==> config.mk <==
export PLATFORM = sky130hd
export DESIGN_NAME = msg_window_sender
export DESIGN_NICKNAME = d
export VERILOG_FILES = /design/src/rtl/msg_seq_pkg.sv /design/src/rtl/msg_word_mask.sv /design/src/rtl/msg_round_buf.sv /design/src/rtl/msg_seq_fsm.sv /design/src/rtl/msg_window_sender.sv
export SDC_FILE = /design/constraint.sdc
export NUM_CORES = 1
export LEC_CHECK = 0
export ABC_AREA = 1
export BUFFER_PORTS_ARGS = -buffer_cell sky130_fd_sc_hd__buf_2
export CORE_ASPECT_RATIO = 1.5
export CORE_MARGIN = 8
export CORE_UTILIZATION = 38
export DETAILED_ROUTE_END_ITERATION = 16
export SLEW_MARGIN = 10
export SYNTH_ARGS = -nofsm -noshare
export SYNTH_HDL_FRONTEND = slang
export SYNTH_SLANG_ARGS = --single-unit
==> constraint.sdc <==
create_clock -name clk -period 4.5 [get_ports clk]
set_clock_uncertainty 0.15 [all_clocks]
set_input_delay 0.9 -clock clk [delete_from_list [all_inputs] [get_ports clk]]
set_output_delay 0.9 -clock clk [all_outputs]
set_load 0.02 [all_outputs]
==> src/rtl/msg_seq_pkg.sv <==
package msg_seq_pkg;

    typedef enum logic [2:0] {
        ST_IDLE  = 3'd0,
        ST_FILL  = 3'd1,
        ST_WAIT  = 3'd2,
        ST_WRITE = 3'd3,
        ST_DRAIN = 3'd4
    } seq_state_e;

    // Words carried by the next round: ceil(bytes / bytes-per-word), capped
    // at the number of windows in the group.
    function automatic int words_in_round(int nbytes, int nwin, int bpw);
        int w;
        w = (nbytes + bpw - 1) / bpw;
        if (w > nwin) begin
            w = nwin;
        end
        return w;
    endfunction

endpackage

==> src/rtl/msg_word_mask.sv <==
module msg_word_mask #(
    parameter int WORD_W = 32,
    parameter int LEN_W  = 9
) (
    input  logic [WORD_W-1:0] raw_word,
    input  logic [LEN_W-1:0]  bytes_left,
    output logic [WORD_W-1:0] kept_word
);
    localparam int BPW = WORD_W / 8;

    // A byte lane survives only if the message still owns that byte.
    for (genvar b = 0; b < BPW; b++) begin : g_lane
        logic keep;
        assign keep = (bytes_left > LEN_W'(b));
        assign kept_word[b*8 +: 8] = keep ? raw_word[b*8 +: 8] : 8'h00;
    end

endmodule

==> src/rtl/msg_round_buf.sv <==
module msg_round_buf #(
    parameter int NUM_WIN = 4,
    parameter int WORD_W  = 32,
    parameter int AW      = 2
) (
    input  logic              clk,
    input  logic              rst_n,
    input  logic              we,
    input  logic [AW-1:0]     idx,
    input  logic [WORD_W-1:0] wdata,
    output logic [WORD_W-1:0] rdata
);
    logic [WORD_W-1:0] slot [NUM_WIN];

    always_ff @(posedge clk or negedge rst_n) begin
        if (!rst_n) begin
            for (int s = 0; s < NUM_WIN; s++) begin
                slot[s] <= '0;
            end
        end else if (we) begin
            slot[idx] <= wdata;
        end
    end

    assign rdata = slot[idx];

endmodule

==> src/rtl/msg_seq_fsm.sv <==
module msg_seq_fsm
    import msg_seq_pkg::*;
#(
    parameter int NUM_WIN = 4,
    parameter int WORD_W  = 32,
    parameter int LEN_W   = 9,
    parameter int AW      = 2,
    parameter int CNT_W   = 3
) (
    input  logic              clk,
    input  logic              rst_n,
    input  logic              start,
    input  logic [LEN_W-1:0]  msg_len,
    input  logic              word_valid,
    input  logic [WORD_W-1:0] kept_word,
    input  logic              top_clear,
    output logic              word_ready,
    output logic              busy,
    output logic              done,
    output logic              reject,
    output logic              buf_we,
    output logic [AW-1:0]     buf_idx,
    output logic              wr_en,
    output logic [AW-1:0]     wr_off,
    output logic [LEN_W-1:0]  bytes_left
);
    localparam int BPW = WORD_W / 8;

    seq_state_e       state_q, state_d;
    logic [LEN_W-1:0] bytes_q, bytes_d, step;
    logic [CNT_W-1:0] rnd_q, rnd_d;
    logic [AW-1:0]    idx_q, idx_d;
    logic             first_q, first_d;
    logic             reject_q, reject_d;
    logic             fill_last;
    logic             last_in_msg;

    assign step        = (bytes_q > LEN_W'(BPW)) ? LEN_W'(BPW) : bytes_q;
    assign fill_last   = (CNT_W'(idx_q) == (rnd_q - CNT_W'(1)));
    assign last_in_msg = (bytes_q <= LEN_W'(BPW));

    // Next-state and counter logic
    always_comb begin
        state_d  = state_q;
        bytes_d  = bytes_q;
        rnd_d    = rnd_q;
        idx_d    = idx_q;
        first_d  = first_q;
        reject_d = 1'b0;
        unique case (state_q)
            ST_IDLE: begin
                if (start) begin
                    if (msg_len == '0) begin
                        reject_d = 1'b1;
                    end else begin
                        bytes_d = msg_len;
                        rnd_d   = CNT_W'(words_in_round(int'(msg_len), NUM_WIN, BPW));
                        idx_d   = '0;
                        first_d = 1'b1;
                        state_d = ST_FILL;
                    end
                end
            end
            ST_FILL: begin
                if (word_valid) begin
                    bytes_d = bytes_q - step;
                    first_d = 1'b0;
                    if (first_q && (kept_word == '0)) begin
                        if (last_in_msg) begin
                            reject_d = 1'b1;
                            state_d  = ST_IDLE;
                        end else begin
                            state_d = ST_DRAIN;
                        end
                    end else if (fill_last) begin
                        state_d = ST_WAIT;
                    end else begin
                        idx_d = idx_q + AW'(1);
                    end
                end
            end
            ST_WAIT: begin
                if (top_clear) begin
                    state_d = ST_WRITE;
                end
            end
            ST_WRITE: begin
                if (idx_q == '0) begin
                    if (bytes_q == '0) begin
                        state_d = ST_IDLE;
                    end else begin
                        rnd_d   = CNT_W'(words_in_round(int'(bytes_q), NUM_WIN, BPW));
                        state_d = ST_FILL;
                    end
                end else begin
                    idx_d = idx_q - AW'(1);
                end
            end
            ST_DRAIN: begin
                if (word_valid) begin
                    bytes_d = bytes_q - step;
                    if (last_in_msg) begin
                        reject_d = 1'b1;
                        state_d  = ST_IDLE;
                    end
                end
            end
            default: begin
                state_d = ST_IDLE;
            end
        endcase
    end

    // State register
    always_ff @(posedge clk or negedge rst_n) begin
        if (!rst_n) begin
            state_q  <= ST_IDLE;
            bytes_q  <= '0;
            rnd_q    <= '0;
            idx_q    <= '0;
            first_q  <= 1'b0;
            reject_q <= 1'b0;
        end else begin
            state_q  <= state_d;
            bytes_q  <= bytes_d;
            rnd_q    <= rnd_d;
            idx_q    <= idx_d;
            first_q  <= first_d;
            reject_q <= reject_d;
        end
    end

    // Outputs
    always_comb begin
        busy       = (state_q != ST_IDLE);
        word_ready = (state_q == ST_FILL) || (state_q == ST_DRAIN);
        buf_we     = (state_q == ST_FILL) && word_valid;
        buf_idx    = idx_q;
        wr_en      = (state_q == ST_WRITE);
        wr_off     = AW'(NUM_WIN - 1) - idx_q;
        done       = (state_q == ST_WRITE) && (idx_q == '0) && (bytes_q == '0);
        reject     = reject_q;
        bytes_left = bytes_q;
    end


    done_reject_excl_chk: assert property (@(posedge clk) disable iff (!rst_n)
        !(done && reject));


    busy_exit_chk: assert property (@(posedge clk) disable iff (!rst_n)
        $fell(busy) |-> ($past(done) || reject));

endmodule

==> src/rtl/msg_window_sender.sv <==
module msg_window_sender #(
    parameter int NUM_WIN   = 4,
    parameter int WIN_BASE  = 2,
    parameter int IDX_W     = 7,
    parameter int WORD_W    = 32,
    parameter int MAX_BYTES = 256,
    parameter int LEN_W     = $clog2(MAX_BYTES + 1)
) (
    input  logic              clk,
    input  logic              rst_n,
    input  logic              start,
    input  logic [LEN_W-1:0]  msg_len,
    input  logic              word_valid,
    input  logic [WORD_W-1:0] word_data,
    output logic              word_ready,
    input  logic [WORD_W-1:0] top_stat,
    output logic              wr_en,
    output logic [IDX_W-1:0]  wr_win,
    output logic [WORD_W-1:0] wr_data,
    output logic              busy,
    output logic              done,
    output logic              reject
);
    localparam int AW    = (NUM_WIN > 1) ? $clog2(NUM_WIN) : 1;
    localparam int CNT_W = $clog2(NUM_WIN + 1);
    localparam logic [IDX_W-1:0] TOP_WIN = IDX_W'(WIN_BASE + NUM_WIN - 1);

    logic [WORD_W-1:0] kept_word;
    logic [LEN_W-1:0]  bytes_left;
    logic              buf_we;
    logic [AW-1:0]     buf_idx;
    logic [AW-1:0]     wr_off;
    logic              top_clear;

    assign top_clear = (top_stat == '0);

    msg_word_mask #(
        .WORD_W (WORD_W),
        .LEN_W  (LEN_W)
    ) u_mask (
        .raw_word   (word_data),
        .bytes_left (bytes_left),
        .kept_word  (kept_word)
    );

    msg_round_buf #(
        .NUM_WIN (NUM_WIN),
        .WORD_W  (WORD_W),
        .AW      (AW)
    ) u_buf (
        .clk   (clk),
        .rst_n (rst_n),
        .we    (buf_we),
        .idx   (buf_idx),
        .wdata (kept_word),
        .rdata (wr_data)
    );

    msg_seq_fsm #(
        .NUM_WIN (NUM_WIN),
        .WORD_W  (WORD_W),
        .LEN_W   (LEN_W),
        .AW      (AW),
        .CNT_W   (CNT_W)
    ) u_fsm (
        .clk        (clk),
        .rst_n      (rst_n),
        .start      (start),
        .msg_len    (msg_len),
        .word_valid (word_valid),
        .kept_word  (kept_word),
        .top_clear  (top_clear),
        .word_ready (word_ready),
        .busy       (busy),
        .done       (done),
        .reject     (reject),
        .buf_we     (buf_we),
        .buf_idx    (buf_idx),
        .wr_en      (wr_en),
        .wr_off     (wr_off),
        .bytes_left (bytes_left)
    );

    assign wr_win = IDX_W'(WIN_BASE) + IDX_W'(wr_off);


    win_in_group_chk: assert property (@(posedge clk) disable iff (!rst_n)
        wr_en |-> ((wr_win >= IDX_W'(WIN_BASE)) && (wr_win <= TOP_WIN)));


    win_ascend_chk: assert property (@(posedge clk) disable iff (!rst_n)
        (wr_en && $past(wr_en)) |-> (wr_win == $past(wr_win) + IDX_W'(1)));


    top_last_chk: assert property (@(posedge clk) disable iff (!rst_n)
        (wr_en && (wr_win == TOP_WIN)) |=> !wr_en);


    wait_clear_chk: assert property (@(posedge clk) disable iff (!rst_n)
        $rose(wr_en) |-> ($past(top_stat) == '0));


    done_on_top_chk: assert property (@(posedge clk) disable iff (!rst_n)
        done |-> (wr_en && (wr_win == TOP_WIN)));

endmodule

==> results_dict.tcl <==
set metrics [dict create \
    status "completed" \
    cp-end-kind "flop" \
    syn_inst 1104 \
    firstDrtPassIters 5 \
    total_power_mw 6.81 \
    drive_above_1_share_pct 17.6 \
    power_leakage_nw 5.03 \
    synth_edf_count 0 \
    clock_path_buffers 2 \
    powerDensity_nw_per_um2 695 \
    synth_flop_cell "dfrtp_1" \
    drv_slew 0 \
    hold-path-cell-count 2 \
    fin_hold_ws_ns 0.335 \
    area_growth_pct 17.7 \
    port_buffers 116 \
    cts_resized 0 \
    drc 0 \
    hp-class "flop to flop" \
    grt_pass1_vias 7637 \
    setup_ws_ns 0.890 \
    final_cell_count_no_fill 1491 \
    synth_top_area_share_pct 44.2 \
    die_h_um 197 \
    vias 7597 \
    crit_fanout 12 \
    reg2reg_depth 22 \
    grt_pass1_wl_mm 39.1 \
    async_flop_share_pct 100 \
    crit_required_ns 4.67 \
    final_hold_viol_count 0 \
    maxSlewHeadroom_pct 35.8 \
    postCtsHoldBufs 0 \
    vdd_drop_max_mv 0.250 \
    grt.total_usage_pct 18.4 \
    startpoint_type "input pin" \
    cp.arrival_ns 3.78 \
    hold_end "u_buf.slot[15]$_DFFE_PN0P_" \
    worstHoldStart "u_buf.slot[15]$_DFFE_PN0P_" \
    clkTransAtPathRegs_ns 0.07 \
    cts_buffers 17 \
    dpl_worst_slack_ns 0.456 \
    root_buffer "clkbuf_16" \
    clkPwrFrac_pct 22.7 \
    fin_util_pct 45.3 \
    place_hpwl_mm 17.3 \
    fin_crit_ns 3.61 \
    crit_buf_inv 6 \
    cts_tree "yes" \
    ys_types 46 \
    startpoint "msg_len[2]" \
    viasPerCell 5.10 \
    synth_area_um2 8330 \
    grt_start_max_net_pins 98 \
    fmax_ghz 0.277 \
    drt_wl_total_mm 24.3 \
    fill_cells 2234 \
    path_class "input pin to flop" \
    p_comb_share_pct 43.0 \
    p_switching_mw 2.88 \
    placeableCoreArea_um2 21600 \
    crit_top_cell "nand2_1" \
    crit_family "simple AND/OR/NAND/NOR gates" \
    clock-sinks 147 \
    reg2reg_from "u_fsm.bytes_left[2]$_DFFE_PN0P_" \
    dieArea_um2 27000 \
    wl_per_cell_um 16.3 \
    seq_power_share_pct 34.2 \
    first_iter_violations 537 \
    slowest_delay_ns 0.32 \
    yosysWarnings 0 \
    synth_area_leader_cell "dfrtp_1" \
    worst_slew_pin_slew_ns 0.962 \
    rows 66 \
    setup_tns_ns 0 \
    cpMaxStageDelayCell "ha_1" \
    r2r-end "u_fsm.rnd_q[1]$_DFFE_PN0P_" \
    syn_avg_cell_area_um2 7.54 \
    boundaryPins 121 \
    grt_setup_unrepaired "no" \
    ant_nets 0 \
    dp.cells 1460 \
    antenna_found_initial 0 \
    yosys-top-cells-area "dfrtp_1, nand2_1, o21ai_0" \
    rrSetupSlack_ns 1.04 \
    period_share_pct 80.2 \
    grt_overflow 0 \
    place_area_um2 9160 \
    nets 1298 \
    setup_viol 0 \
    clk_latency_ns 0.42 \
    initial_core_util_pct 38.5 \
    final_area_um2 9800 \
    ys_ff_latch 147 \
    ys_seq_area_share_pct 44.2 \
    drv_cap 0 \
    antenna_cells 0 \
    postCtsSetupRepairBufs 0 \
    intPower_mw 3.93 \
    switching_share_pct 42.3 \
    htreeDepth 4 \
    place_congestion 0.860 \
    die_x_um 137 \
]
[power by group through the flow]
stage	Sequential (mW)	Clock, mW	Combinational, mW
after global placement	2.33	0	2.91
after floorplan	2.24	0	2.10
final	2.33	1.55	2.93
after detailed placement	2.35	0	2.95
after CTS	2.33	1.58	2.96
after global routing	2.41	1.62	3.31
[sequential cells by signal, summed over array words and instances, names as in the netlist]
signal,count
u_fsm.bytes_left,9
u_fsm.first_q,1
u_buf.slot,128
u_fsm.rnd_q,3
u_fsm.reject,1
u_fsm.buf_idx,2
u_fsm.state_q,3
[Yosys cell counts (all sizes together) (2+ instances only)]
library cell / number
a21oi: 10
a22oi: 50
buf: 12
clkbuf: 37
clkinv: 2
conb: 2
dfrtp: 147
ha: 14
inv: 115
nand2: 342
nand3: 66
nand3b: 2
nand4: 19
nor2: 88
nor3: 10
nor4: 9
o211ai: 4
o21ai: 148
o21bai: 2
o221ai: 4
o22ai: 2
xnor2: 3
xor2: 9
[cells by family (layout without fill, tap and decap cells)]
family / count (synthesis) / after routing / synth area share [%]
and+or+nand+nor: 539 / 539 / 28.4
AOI/OAI and AO/OA: 223 / 223 / 15.4
buffers and inverters: 166 / 278 / 8.05
DFF: 147 / 147 / 44.2
adders and majority gates: 14 / 14 / 2.10
xor gates and xnor gates: 12 / 12 / 1.44
other: 2 / 5 / 0.0902
muxes: 1 / 1 / 0.270
[final cells by class]
| cell class | count | area, µm² | area share, % |
|---|---|---|---|
| Clock buffer | 18 | 429 | 4.38 |
| Clock inverter | 13 | 208 | 2.12 |
| Inverter | 117 | 442 | 4.51 |
| Multi-Input combinational cell | 794 | 4000 | 40.8 |
| Sequential cell | 147 | 3680 | 37.5 |
| Tap cell | 272 | 340 | 3.47 |
| Timing Repair Buffer | 130 | 704 | 7.19 |
[tightest hold or removal path: stages (launching register included)]
cell     delay (ns)
dfrtp_1        0.34
nand2_1        0.05
o21ai_0        0.06
[worst max-delay path by stage]
stage                                            end  slack, ns  cells past startpoint
after global placement    u_fsm.rnd_q[1]$_DFFE_PN0P_       0.53                     27
after CTS                 u_fsm.rnd_q[0]$_DFFE_PN0P_       0.91                     27
after detailed placement  u_fsm.rnd_q[0]$_DFFE_PN0P_       0.46                     27
after floorplan           u_fsm.rnd_q[0]$_DFFE_PN0P_       0.94                     27
after global routing      u_fsm.rnd_q[1]$_DFFE_PN0P_       0.47                     27
final                     u_fsm.rnd_q[0]$_DFFE_PN0P_       0.89                     27
[cell usage in the layout (no fill, tap or decap), types with 2 or more instances in the layout]
cell type	Yosys	routed
conb_1	2	5
dfrtp_1	147	147
o211ai_1	4	4
xor2_1	7	7
nor2_4	3	3
nand2_1	326	325
nand3_1	62	62
a22oi_1	50	50
nand4_1	16	16
xor2_2	2	2
nand3_2	4	4
nand4_2	2	2
nand2_2	14	15
o22ai_1	2	2
bufinv_16	0	5
nor4_1	9	9
nand3b_1	2	2
ha_1	14	14
inv_1	109	109
buf_4	5	13
clkinv_1	2	2
clkinv_2	0	3
clkbuf_16	0	17
xnor2_1	3	3
clkinv_4	0	3
o221ai_1	4	4
nor2_1	73	70
nor3_1	9	9
buf_2	3	115
o21bai_1	2	2
o21ai_1	5	5
nor2_2	12	15
nand2_4	2	2
inv_2	5	5
a21oi_1	9	9
o21ai_0	143	143
[routing by layer]
layer  up-vias  track usage, %  share of wire, %
met5         -               0                 0
met4         0            6.79               2.3
met3        27            3.67               4.5
met2       167            33.7                53
met1      3589            20.3                41
li1       3814               -                 -
No activity file was read; power rests on OpenSTA's default activity.
